===== src/rtl/sram_cycle_ctrl.sv =====
module sram_cycle_ctrl #(
  parameter int CLK_NS         = 10,
  parameter int WE_PULSE_NS    = 8,
  parameter int DATA_SETUP_NS  = 8,
  parameter int ADDR_SETUP_NS  = 9,
  parameter int CE_SETUP_NS    = 9,
  parameter int WRITE_CYCLE_NS = 12,
  parameter int READ_ACCESS_NS = 12,
  parameter int READ_CYCLE_NS  = 12,
  parameter int AW             = 16,
  parameter int DW             = 4
) (
  input  logic          clk,
  input  logic          rst_n,
  input  logic          req_valid,
  input  logic          req_write,
  input  logic [AW-1:0] req_addr,
  input  logic [DW-1:0] req_wdata,
  output logic          req_ready,
  output logic          rsp_valid,
  output logic [DW-1:0] rsp_rdata,
  output logic [AW-1:0] mem_addr,
  output logic          mem_ce_n,
  output logic          mem_we_n,
  output logic [DW-1:0] mem_din,
  input  logic [DW-1:0] mem_dout
);

  function automatic int cyc(input int ns);
    return (ns + CLK_NS - 1) / CLK_NS;
  endfunction

  function automatic int mx(input int a, input int b);
    return (a > b) ? a : b;
  endfunction

  localparam int WE_CYC = mx(mx(mx(1, cyc(WE_PULSE_NS)), mx(cyc(DATA_SETUP_NS), cyc(ADDR_SETUP_NS) - 1)),
                             mx(cyc(CE_SETUP_NS) - 1, cyc(WRITE_CYCLE_NS) - 2));
  localparam int RD_CYC = mx(1, mx(cyc(READ_ACCESS_NS), cyc(READ_CYCLE_NS)));
  localparam int CW     = $clog2(mx(WE_CYC, RD_CYC) + 1);

  typedef enum logic [2:0] {S_IDLE, S_WSET, S_WLOW, S_WEND, S_READ} st_t;

  st_t           st;
  logic [CW-1:0] cnt;

  always_ff @(posedge clk) begin
    if (!rst_n) begin
      st        <= S_IDLE;
      cnt       <= '0;
      req_ready <= 1'b1;
      rsp_valid <= 1'b0;
      rsp_rdata <= '0;
      mem_addr  <= '0;
      mem_din   <= '0;
      mem_ce_n  <= 1'b1;
      mem_we_n  <= 1'b1;
    end else begin
      rsp_valid <= 1'b0;
      case (st)
        S_IDLE: if (req_valid) begin
          mem_addr  <= req_addr;
          mem_ce_n  <= 1'b0;
          req_ready <= 1'b0;
          if (req_write) begin
            mem_din <= req_wdata;
            st      <= S_WSET;
          end else begin
            cnt <= CW'(RD_CYC - 1);
            st  <= S_READ;
          end
        end
        S_WSET: begin
          mem_we_n <= 1'b0;
          cnt      <= CW'(WE_CYC - 1);
          st       <= S_WLOW;
        end
        S_WLOW: if (cnt == '0) begin
          mem_we_n <= 1'b1;
          st       <= S_WEND;
        end else begin
          cnt <= cnt - 1'b1;
        end
        S_WEND: begin
          mem_ce_n  <= 1'b1;
          req_ready <= 1'b1;
          st        <= S_IDLE;
        end
        S_READ: if (cnt == '0) begin
          rsp_rdata <= mem_dout;
          rsp_valid <= 1'b1;
          mem_ce_n  <= 1'b1;
          req_ready <= 1'b1;
          st        <= S_IDLE;
        end else begin
          cnt <= cnt - 1'b1;
        end
        default: st <= S_IDLE;
      endcase
    end
  end

endmodule


===== config.mk =====
export PLATFORM = sky130hd
export DESIGN_NAME = sram_cycle_ctrl
export DESIGN_NICKNAME = d
export VERILOG_FILES = /design/src/rtl/sram_cycle_ctrl.sv
export SDC_FILE = /design/constraint.sdc
export NUM_CORES = 1
export LEC_CHECK = 0
export ABC_AREA = 1
export BUFFER_PORTS_ARGS = -buffer_cell sky130_fd_sc_hd__buf_2
export CORE_ASPECT_RATIO = 1.5
export CORE_MARGIN = 2
export CORE_UTILIZATION = 50
export CTS_CLUSTER_DIAMETER = 50
export CTS_CLUSTER_SIZE = 28
export DETAILED_ROUTE_END_ITERATION = 7
export PLACE_DENSITY = 0.87
export SETUP_SLACK_MARGIN = 0.15
export SKIP_LAST_GASP = 1
export SLEW_MARGIN = 10
export SYNTH_ARGS = -nofsm -noshare
export SYNTH_HDL_FRONTEND = slang
export SYNTH_SLANG_ARGS = --single-unit

===== constraint.sdc =====
create_clock -name clk -period 3.6 [get_ports clk]
set_input_delay 0.54 -clock clk [delete_from_list [all_inputs] [get_ports clk]]
set_output_delay 0.54 -clock clk [all_outputs]
set_load 0.02 [all_outputs]

==> metrics.md, run 1 <==
| Metric | Value |
|---|---|
| Fmax | 671 MHz |
| Drt drc | 0 |
| Post-synth top area cell | dfxtp_1 |
| Hold Crit Depth | 3 |
| TritonCTS clock tree | done |
| Hold_sp | req_addr[7] |
| Post-CTS sizing | 0 |
| Largest family of logic cells by synthesized area | simple AND/OR/NAND/NOR gates |
| Max-cap check violation count | 0 |
| Clock power frac | 32.6% |
| Vias in the first global route | 1,142 |
| Final Cycle Share | 41.4% |
| Post-DRT Antenna Nets | 0 |
| Least-Margin Pin Slew | 0.489 ns |
| Power, Total | 0.925 mW |
| Commonest cells in the synthesized netlist | nand2_1, dfxtp_1, a21oi_1, nand3_1, nor2_1 |
| Placed cell count | 243 |
| DR iter-0 viols | 28 |
| Period minus WS final | 1.49 ns |
| R2R Setup Slk | ~2.1 ns |
| Final GP Congestion | 0.872 |
| Post-synthesis compound-gate area fraction | 12.7% |
| Port bufs | 55 |
| Hold crit path type | input port to flop |
| Worst vdd ir | around 0.00043 V |
| Area contributors post-synth | dfxtp_1, nand2_1, a21oi_1 |
| Final hold vios | 0 |
| DP HPWL | around 2.1 mm |
| Setup Viol. Count Final | 0 |
| Slew headroom | 67.3% |
| Fin cells | 251 |
| Pleak | 0.811 nW |
| Mean post-synth cell area | around 7.6 um2 |
| Adder-cell share of the synthesized area | 1.72% |
| Syn_nets | 201 |
| Slew Viols, Final | 0 |
| RR Endpoint | mem_din[1] |
| Top_reg_cell synth | dfxtp_1 |
| Initial core utilization | 53.0% |
| Largest net degree at the start of global routing | 29 |
| CTS Buf Count | 5 |
| Initial DRT Pass Iterations | 4 |
| Final nets | 255 |
| Total GRT Usage | between 20% and 30% |
| DRT Wirelength | 2.84 mm |
| Share of Yosys cell area claimed by the top area cell type | 48.8% |
| Grt total ovfl | 0 |
| Design Area, Final | 1660 um2 |
| #FFs+latches synth | 32 |
| Die ar. | approximately 3100 um2 |
| Setup CP Type | flop to flop |
| Synth Warn # | 0 |
| Data required time of the critical path | 3.87 ns |
| Power share of the sequential group | 44.1% |
| Register area share after synthesis | 48.8% |
| RSZ-0062 raised after global routing | no |
| Hold path endpoint | mem_addr[7] |
| Clock root buffer master | clkbuf_4 |
| Syn Std Cell Area | 1310 um2 |
| Crit-path max FO | 21 |
| Area growth syn-to-layout | 26.1% |
| # diodes | 0 |
| Sw power | 0.279 mW |
| Initial antenna violation count | 0 |
| Share of post-route cells with drive strength above 1 | 31.7% |
| Combinational share of power | 23.3% |
| EDFF count, synth | 0 |
| # H-tree levels | 2 |
| Switching Share | 30.1% |
| Synthesized instance count | 172 |
| Global-route wire length before repair | 4.56 mm |
| Num Clock Sinks | 32 |
| Netlist cell types | 24 |
| Internal power | between 0.6 and 0.7 mW |
| Vertical die dimension | roughly 67 um |
| Filler cells | between 200 and 250 |
| Hold_buf cts | 0 |
| Vias/cell | 5.07 |
| Setup TNS | 0 ns |
| Vias | around 1,300 |
| Avg WL per Cell | 11.3 um |
| Skew-Pair Late Insertion Delay | 0.33 ns |
| CTS clk-pin slew, worst paths | 0.10 ns |
| IO Pins | 56 |
| Clock buffer depth | 2 |
| Die width | approximately 46 um |
| Postcts setup bufs | 0 |
| Status | completed |
| WP data arrival | ~1.8 ns |
| Standard-cell rows | 22 |
| Skew final | ~0.013 ns |
| Top-count cell post-synth | nand2_1 |
| Placed Area | 1560 um2 |
| Pwr dens | 559 nW/um2 |
| Mux contribution to synthesized area | 0% |
| FF-to-FF path depth | 8 |
| Worst Setup End Kind | flop |
| Synth async-reset ratio | 0% |
| Post-synthesis xor/xnor area fraction | 0% |
| Core area | 2480 um2 |
| Post-Synth Simple-Gate Area | between 20% and 30% |
| Launching point of the worst reg2reg path | st[1] |
| Startpoint Class | flop |
-- metrics by stage --
| step | utilization [%] | hold WS (ns) | worst slack (ns) |
|---|---|---|---|
| after floorplan | - | 0.455 | 2.31 |
| after global placement | 63.0 | 0.447 | 2.17 |
| after detailed placement | 63.0 | 0.446 | 2.14 |
| after CTS | 66.8 | 0.432 | 2.12 |
| after global routing | 66.8 | 0.422 | 1.90 |
| final | 66.8 | 0.443 | 2.11 |
-- how the worst max path moves through the flow --
stage	from	to	slack (ns)	depth (start not counted)
after floorplan	cnt[0]	cnt[0]	2.31	8
after global placement	st[2]	mem_din[2]	2.17	8
after detailed placement	st[2]	mem_din[1]	2.14	8
after CTS	st[1]	mem_din[1]	2.12	8
after global routing	st[1]	mem_din[3]	1.90	8
final	st[1]	mem_din[1]	2.11	8
-- layout by cell type (no fill, tap or decap), drive strengths merged --
master and n:
o21ai 3, clkbuf 7, bufinv 1, maj3 1, nand3 18, o21a 1, inv 12, buf 55
a21oi 26, ha 1, o22ai 1, dfxtp 32, nand2 57, nor3 1, nor2 11
-- worst max-delay path, cell delays in order, from the launching register on --
cell	delay, ns
dfxtp_1	0.49
inv_1	0.15
nand2_4	0.11
inv_2	0.04
nand2_4	0.17
inv_4	0.14
nand2_1	0.14
nand2_1	0.07
a21oi_1	0.12
-- power groups by stage --
stage                     Clock, mW  Combinational [mW]  Sequential (mW)
after global placement            0               0.212            0.415
final                         0.301               0.215            0.408
after CTS                     0.310               0.218            0.408
after global routing          0.329               0.243            0.413
after floorplan                   0               0.136            0.443
after detailed placement          0               0.217            0.416
-- state kept, by name, summed over array words and instances (netlist names) --
signal	cells
mem_addr	16
rsp_rdata	4
mem_we_n	1
mem_ce_n	1
rsp_valid	1
cnt	2
mem_din	4
st	3
-- area by class of cell --
| type | instances | area, um2 | share of cell area [%] |
|---|---|---|---|
| clock buffers | 7 | 65.1 | 3.93 |
| clock inverters | 1 | 30.0 | 1.81 |
| inverters | 12 | 47.5 | 2.87 |
| multi-input cells | 120 | 567 | 34.2 |
| flip-flops and latches | 32 | 641 | 38.7 |
| well taps | 24 | 30.0 | 1.81 |
| repair buffers | 55 | 275 | 16.6 |
-- routing by layer --
metal	vias up	track usage, %	wire, um
met5	-	0	0
met4	0	7.50	42
met3	6	5.96	160
met2	37	35.7	1420
met1	568	22.1	1210
li1	662	-	-
-- logic make-up (layout without fill, tap and decap cells) --
group,count (synthesis),in the layout
compound gates,31,31
fa+ha+maj,2,2
buf+inv,20,75
flops,32,32
simple gates,87,87
(Power assumes the default switching activity.)
==> run 2: changes to the inputs <==
--- a/config.mk
+++ b/config.mk
@@ -5,15 +5,15 @@
 export SDC_FILE = /design/constraint.sdc
 export NUM_CORES = 1
 export LEC_CHECK = 0
-export ABC_AREA = 1
+export ABC_AREA = 0
 export BUFFER_PORTS_ARGS = -buffer_cell sky130_fd_sc_hd__buf_2
 export CORE_ASPECT_RATIO = 1.5
 export CORE_MARGIN = 2
-export CORE_UTILIZATION = 50
+export CORE_UTILIZATION = 47
 export CTS_CLUSTER_DIAMETER = 50
 export CTS_CLUSTER_SIZE = 28
 export DETAILED_ROUTE_END_ITERATION = 7
-export PLACE_DENSITY = 0.87
+export PLACE_DENSITY = 0.82
 export SETUP_SLACK_MARGIN = 0.15
 export SKIP_LAST_GASP = 1
 export SLEW_MARGIN = 10
==> constraint.sdc (replaced) <==
create_clock -name clk -period 1.55 [get_ports clk]
set_input_delay 0.2325 -clock clk [delete_from_list [all_inputs] [get_ports clk]]
set_output_delay 0.2325 -clock clk [all_outputs]
set_load 0.02 [all_outputs]
==> run 2 against run 1 <==
First-iteration DRC count is 32% lower. Power is 130% higher. Die area is 11% higher. Sequential cell count stayed put. Critical path type unchanged. Largest cell class is now multi-input combinational cells.
==> metrics.md, run 2 <==
| Metric | Value |
|---|---|
| Status | completed |
| Synth async-reset ratio | 0% |
| Avg WL per Cell | ~13 um |
| Grt total ovfl | 0 |
| # H-tree levels | 2 |
| Core area | 2850 um2 |
| Slowest CP cell | nor4b_4 |
| Pleak | 0.873 nW |
| Synthesized instance count | 158 |
| Syn Std Cell Area | between 1000 and 1500 um2 |
| Share of post-route cells with drive strength above 1 | 37.3% |
| Vertical die dimension | 70.4 um |
| EDFF count, synth | 0 |
| Initial DRT Pass Iterations | 4 |
| Power, Total | 2.12 mW |
| CP max stage delay | 0.32 ns |
| Initial antenna violation count | 0 |
| # diodes | 0 |
| Commonest cells after routing, fill and taps aside | buf_2, nand2_1, dfxtp_1 |
| Pwr dens | 1100 nW/um2 |
| Skew-Pair Late Insertion Delay | roughly 0.28 ns |
| DRT Wirelength | 3.37 mm |
| Least-Margin Pin Slew | 0.270 ns |
| IO Pins | 56 |
| Core Util, Final | roughly 68% |
| Initial core utilization | 48.4% |
| Final GP Congestion | 0.793 |
| Crit-path max FO | 11 |
| Drt drc | 0 |
| Startpoint Class | flop |
| DR iter-0 viols | 19 |
| Total GRT Usage | 18.1% |
| Post-synth top area cell | dfxtp_1 |
| Crit path from | st[0] |
| CP Cell Sequence | buf_4 > nor4b_4 > buf_2 > nand2_1 > a21boi_0 |
| Design Area, Final | just under 2000 um2 |
| Register area share after synthesis | a little under half |
| Final Cycle Share | a little over 90% |
| Die width | about 48 um |
| Period minus WS final | 1.41 ns |
| Share of Yosys cell area claimed by the top area cell type | around 46% |
| Placed cell count | 249 |
| Biggest register | mem_addr |
| Biggest regs | mem_addr: 16 flops, mem_din: 4 flops, rsp_rdata: 4 flops |
| Port bufs | 55 |
| Setup CP Type | flop to flop |
| Netlist cell types | 34 |
| Hold crit path type | input port to flop |
| Mean post-synth cell area | roughly 8.7 um2 |
| Fmax | 710 MHz |
| Final hold vios | 0 |
| Vias in the first global route | 1,144 |
| Num Clock Sinks | 32 |
| Cell depth of the worst setup path | 5 |
| CTS clk-pin slew, worst paths | ~0.070 ns |
| R2R Setup Slk | ~0.14 ns |
| CTS Buf Count | 5 |
| Vias/cell | 5.10 |
| RSZ-0062 raised after global routing | yes |
| Final nets | about 250 |
| Placed Area | 1720 um2 |
| Setup Viol. Count Final | 0 |
| Commonest non-fill, non-tap cell in the layout | buf_2 |
| Slew Viols, Final | 0 |
| Commonest cells in the synthesized netlist | nand2_1, dfxtp_1, a21boi_0, nor2b_1, buf_2 |
| Clock buffer depth | 2 |
| Worst vdd ir | between 0.0006 and 0.0007 V |
| #FFs+latches synth | 32 |
| Vias | roughly 1,300 |
| Max-cap check violation count | 0 |
| Global-route wire length before repair | 4.48 mm |
| Die ar. | 3400 um2 |
| Filler cells | 212 |
| Largest register FFs | 16 |
| Post-DRT Antenna Nets | 0 |
| Crit path buffers/inverters | 2 |
| FF-to-FF path depth | 5 |
| CP delay by family, top | buffers and inverters |
| Crit path capture | mem_addr[13] |
| Top_reg_cell synth | dfxtp_1 |
| Clock root buffer master | clkbuf_8 |
| Slew headroom | 81.9% |
| Fin cells | approximately 260 |
| Top-count cell post-synth | nand2_1 |
| Setup TNS | 0 ns |
| Area contributors post-synth | dfxtp_1, nand2_1, a21boi_0 |
| TritonCTS clock tree | done |
| WP data arrival | 1.60 ns |
| Area growth syn-to-layout | 39.8% |
| Worst Setup End Kind | flop |
| Standard-cell rows | 24 |
| Syn_nets | approximately 190 |
| Skew final | 0.00578 ns |
| Synth Warn # | 0 |
| Launching point of the worst reg2reg path | st[0] |
| DP HPWL | 2.13 mm |
| Data required time of the critical path | 1.74 ns |
| RR Endpoint | mem_addr[13] |
| Largest net degree at the start of global routing | 21 |
==> run 2: changes by cell type after synthesis, moves of 4 or more <==
| cell | previous run | this run |
|---|---|---|
| a21oi_1 | 24 | 2 |
| nand2_1 | 55 | 35 |
| a21boi_0 | 0 | 16 |
| nand3_1 | 17 | 4 |
| nor2b_1 | 0 | 10 |
| buf_2 | 1 | 8 |
| nor2_1 | 10 | 4 |
| mux2i_1 | 0 | 5 |
| a21boi_1 | 0 | 4 |
| inv_1 | 9 | 5 |
| o211ai_1 | 0 | 4 |
| o21ai_1 | 0 | 4 |
==> run 2: area by class of cell <==
cell class | instances | area (um2) | share of cell area, %
tap | 39 | 48.8 | 2.53
sequential | 32 | 642 | 33.2
timing repair buffer | 71 | 443 | 22.9
multi-input combinational | 109 | 688 | 35.6
clock buffer | 8 | 90.1 | 4.67
inverter | 5 | 18.8 | 0.972
==> run 2: cell families after synthesis <==
family | share of synthesized area [%]
buffers and inverters | 5.62
multiplexers | 3.62
flip-flops | 46.4
XOR/XNOR | 0.634
AND/OR/NAND/NOR | 23.4
AO/OA/AOI/OAI | 19.5
adder cells (fa/ha/maj) | 0.906
==> run 2: worst reg2reg max path, cell delays in order, from the launching register on <==
cell,delay [ns]
dfxtp_1,0.31
buf_4,0.18
nor4b_4,0.32
buf_2,0.23
nand2_1,0.08
a21boi_0,0.19
==> run 2: stage by stage <==
| stage | hold WS, ns | setup slack, ns |
|---|---|---|
| 2_1_floorplan | 0.377 | 0.168 |
| 6_report | 0.194 | 0.141 |
| 5_1_grt | 0.202 | 0.0640 |
| 3_5_place_dp | 0.453 | 0.149 |
| 3_3_place_gp | 0.447 | 0.195 |
| 4_1_cts | 0.194 | 0.182 |
==> run 2: how the worst min path moves through the flow <==
stage                       startpoint            to  slack (ns)  cells after the start
final                      req_addr[4]   mem_addr[4]        0.19                      3
after floorplan           req_addr[10]  mem_addr[10]        0.38                      2
after CTS                 req_wdata[3]    mem_din[3]        0.19                      3
after global placement     mem_addr[9]   mem_addr[9]        0.45                      2
after global routing      req_addr[15]  mem_addr[15]        0.20                      3
after detailed placement  mem_addr[14]  mem_addr[14]        0.45                      2
==> run 2: routing by layer <==
metal / track usage [%] / share of wire, % / up-vias
met5: 0 / 0 / -
met4: 9.61 / 2.0 / 0
met3: 4.91 / 3.7 / 8
met2: 30.4 / 56 / 34
met1: 18.6 / 38 / 632
li1: - / - / 672
==> run 2: what timing repair did <==
action | in CTS | in global routing
setup endpoints to repair | 2 | 18
resized for setup | 0 | 10
setup buffers | 0 | 4
hold buffers | 0 | 0
gates cloned | 0 | 3
hold endpoints to repair | 0 | 0
pin swaps | 1 | 3
==> run 2: report_power, final <==
| group | switching, mW | internal, mW | total (mW) |
|---|---|---|---|
| Combinational | 0.291 | 0.249 | 0.541 |
| Sequential | 0.0368 | 0.891 | 0.928 |
| Clock | 0.286 | 0.362 | 0.648 |
==> run 3: changes to the inputs <==
--- a/config.mk
+++ b/config.mk
@@ -7,12 +7,13 @@
 export LEC_CHECK = 0
 export ABC_AREA = 0
 export BUFFER_PORTS_ARGS = -buffer_cell sky130_fd_sc_hd__buf_2
-export CORE_ASPECT_RATIO = 1.5
+export CORE_ASPECT_RATIO = 1.1
 export CORE_MARGIN = 2
 export CORE_UTILIZATION = 47
 export CTS_CLUSTER_DIAMETER = 50
 export CTS_CLUSTER_SIZE = 28
 export DETAILED_ROUTE_END_ITERATION = 7
+export HOLD_SLACK_MARGIN = 0.06
 export PLACE_DENSITY = 0.82
 export SETUP_SLACK_MARGIN = 0.15
 export SKIP_LAST_GASP = 1
==> run 3 against run 2 <==
Clock-buffer cell count is 1 lower. Worst hold slack worse by 0.059 ns. Largest power group unchanged. Combinational power is 2% lower. Sequential share of layout area is 0.70 points higher. Core utilization is 0.93 points higher. Power is 6.5% lower. Critical path type unchanged. First-iteration DRC count is 110% higher. Clock skew hardly changed.
==> metrics.md, run 3 (synthesized netlist as in run 2, its figures left out) <==
| Metric | Value |
|---|---|
| Skew final | 0.00561 ns |
| Initial DRT Pass Iterations | 4 |
| RSZ-0062 raised after global routing | yes |
| Global-route wire length before repair | 4.97 mm |
| Total GRT Usage | 19.4% |
| Max-cap check violation count | 0 |
| Vias | 1,324 |
| Pleak | a little under 0.9 nW |
| Setup Viol. Count Final | 0 |
| Slew Viols, Final | 0 |
| Hold path endpoint | mem_addr[0] |
| Post-DRT Antenna Nets | 0 |
| Clock buffer depth | 2 |
| Commonest non-fill, non-tap cell in the layout | buf_2 |
| DP HPWL | 2.19 mm |
| Design Area, Final | 1910 um2 |
| Hold_sp | req_addr[0] |
| Initial core utilization | 49.7% |
| CTS clk-pin slew, worst paths | ~0.09 ns |
| Vias in the first global route | between 1,000 and 1,500 |
| Initial antenna violation count | 0 |
| Startpoint Class | flop |
| Skew-Pair Late Insertion Delay | 0.32 ns |
| Power, Total | 1.98 mW |
| Pwr dens | between 1000 and 1500 nW/um2 |
| Core Util, Final | 68.6% |
| Slew headroom | 78.2% |
| Largest register FFs | 16 |
| Avg WL per Cell | 12.9 um |
| DR iter-0 viols | 40 |
| Final Cycle Share | 89.4% |
| Die ar. | 3390 um2 |
| RR Endpoint | mem_din[2] |
| Vertical die dimension | 60.9 um |
| R2R Setup Slk | 0.16 ns |
| Period minus WS final | 1.39 ns |
| Final hold slack | ~0.14 ns |
| Placed Area | 1710 um2 |
| Port bufs | 55 |
| Clock root buffer master | clkbuf_4 |
| Drt drc | 0 |
| Num Clock Sinks | 32 |
| IO Pins | 56 |
| WP data arrival | around 1.6 ns |
| DRT Wirelength | 3.32 mm |
| Hold Crit Depth | 3 |
| Data required time of the critical path | 1.76 ns |
| # H-tree levels | 2 |
| CTS Buf Count | 5 |
| Worst Setup End Kind | flop |
| Standard-cell rows | 20 |
| Least-Margin Pin Slew | 0.326 ns |
| Largest net degree at the start of global routing | 21 |
| Status | completed |
| Vias/cell | 5.13 |
| # diodes | 0 |
| Share of post-route cells with drive strength above 1 | 40.0% |
| Final hold vios | 0 |
| Hold crit path type | input port to flop |
| Crit-path max FO | 20 |
| FF-to-FF path depth | 4 |
| Setup CP Type | flop to flop |
| Final nets | 254 |
| Die width | approximately 56 um |
| Biggest register | mem_addr |
| Launching point of the worst reg2reg path | st[2] |
| Final GP Congestion | 0.759 |
| TritonCTS clock tree | done |
| Area growth syn-to-layout | 38.0% |
| Setup TNS | 0 ns |
| Fmax | around 720 MHz |
| Biggest regs | mem_addr: 16 flops, mem_din: 4 flops, rsp_rdata: 4 flops |
| Grt total ovfl | 0 |
| Core area | 2780 um2 |
| Commonest cells after routing, fill and taps aside | buf_2, nand2_1, dfxtp_1 |
| Worst vdd ir | ~0.00069 V |
[run 3: cell types whose count changed in the layout (fill, tap and decap cells not counted), sizes merged]
cell and change:
buf +3, clkbuf -3
[run 3: stage by stage]
step	std cells	worst slack (ns)
finish	258	0.164
global route	258	0.0862
CTS	251	0.155
detailed placement	243	0.117
global placement	243	0.190
floorplan	158	0.168
[run 3: power breakdown]
group | switching [mW] | internal (mW)
Sequential | 0.0440 | 0.890
Combinational | 0.288 | 0.243
Clock | 0.255 | 0.257
Total | 0.587 | 1.39
[run 3: worst max-delay path by stage]
| stage | cells past startpoint | startpoint | slack [ns] | endpoint |
|---|---|---|---|---|
| floorplan | 6 | cnt[0] | 0.17 | rsp_rdata[0] |
| global placement | 5 | st[2] | 0.19 | mem_addr[10] |
| detailed placement | 5 | st[2] | 0.12 | mem_addr[1] |
| CTS | 5 | st[2] | 0.15 | mem_addr[7] |
| global route | 5 | st[2] | 0.09 | rsp_rdata[3] |
| finish | 4 | st[2] | 0.16 | mem_din[2] |
[run 3: final cells by class]
class                           count  area (um2)
Fill cell                         243         872
Inverter                            5        18.8
Multi-Input combinational cell    109         704
Timing Repair Buffer               72         429
Sequential cell                    32         647
Tap cell                           33        41.3
Clock buffer                        7        65.1
[run 3: critical path, cell delays in order, from the launching register on]
cell and delay, ns:
dfxtp_1 0.34, or4b_4 0.55, buf_8 0.17, o21ai_1 0.13, a21boi_1 0.08
[run 3: routing by layer]
| metal | up-vias | routed length [um] | share of wire, % | track usage (%) |
|---|---|---|---|---|
| li1 | 672 | - | - | - |
| met1 | 608 | 1420 | 43 | 22.3 |
| met2 | 37 | 1660 | 50 | 32.7 |
| met3 | 7 | 173 | 5.2 | 6.18 |
| met4 | 0 | 70 | 2.1 | 10.8 |
| met5 | - | 0 | 0 | 0 |
[run 3: repair_timing]
action	4_1_cts	5_1_grt
endpoints found under the setup margin	10	25
pin swaps	1	2
buffers inserted	0	7
gates resized for setup	3	23
gates cloned	1	0
hold buffers	0	0
hold endpoints to repair	0	0
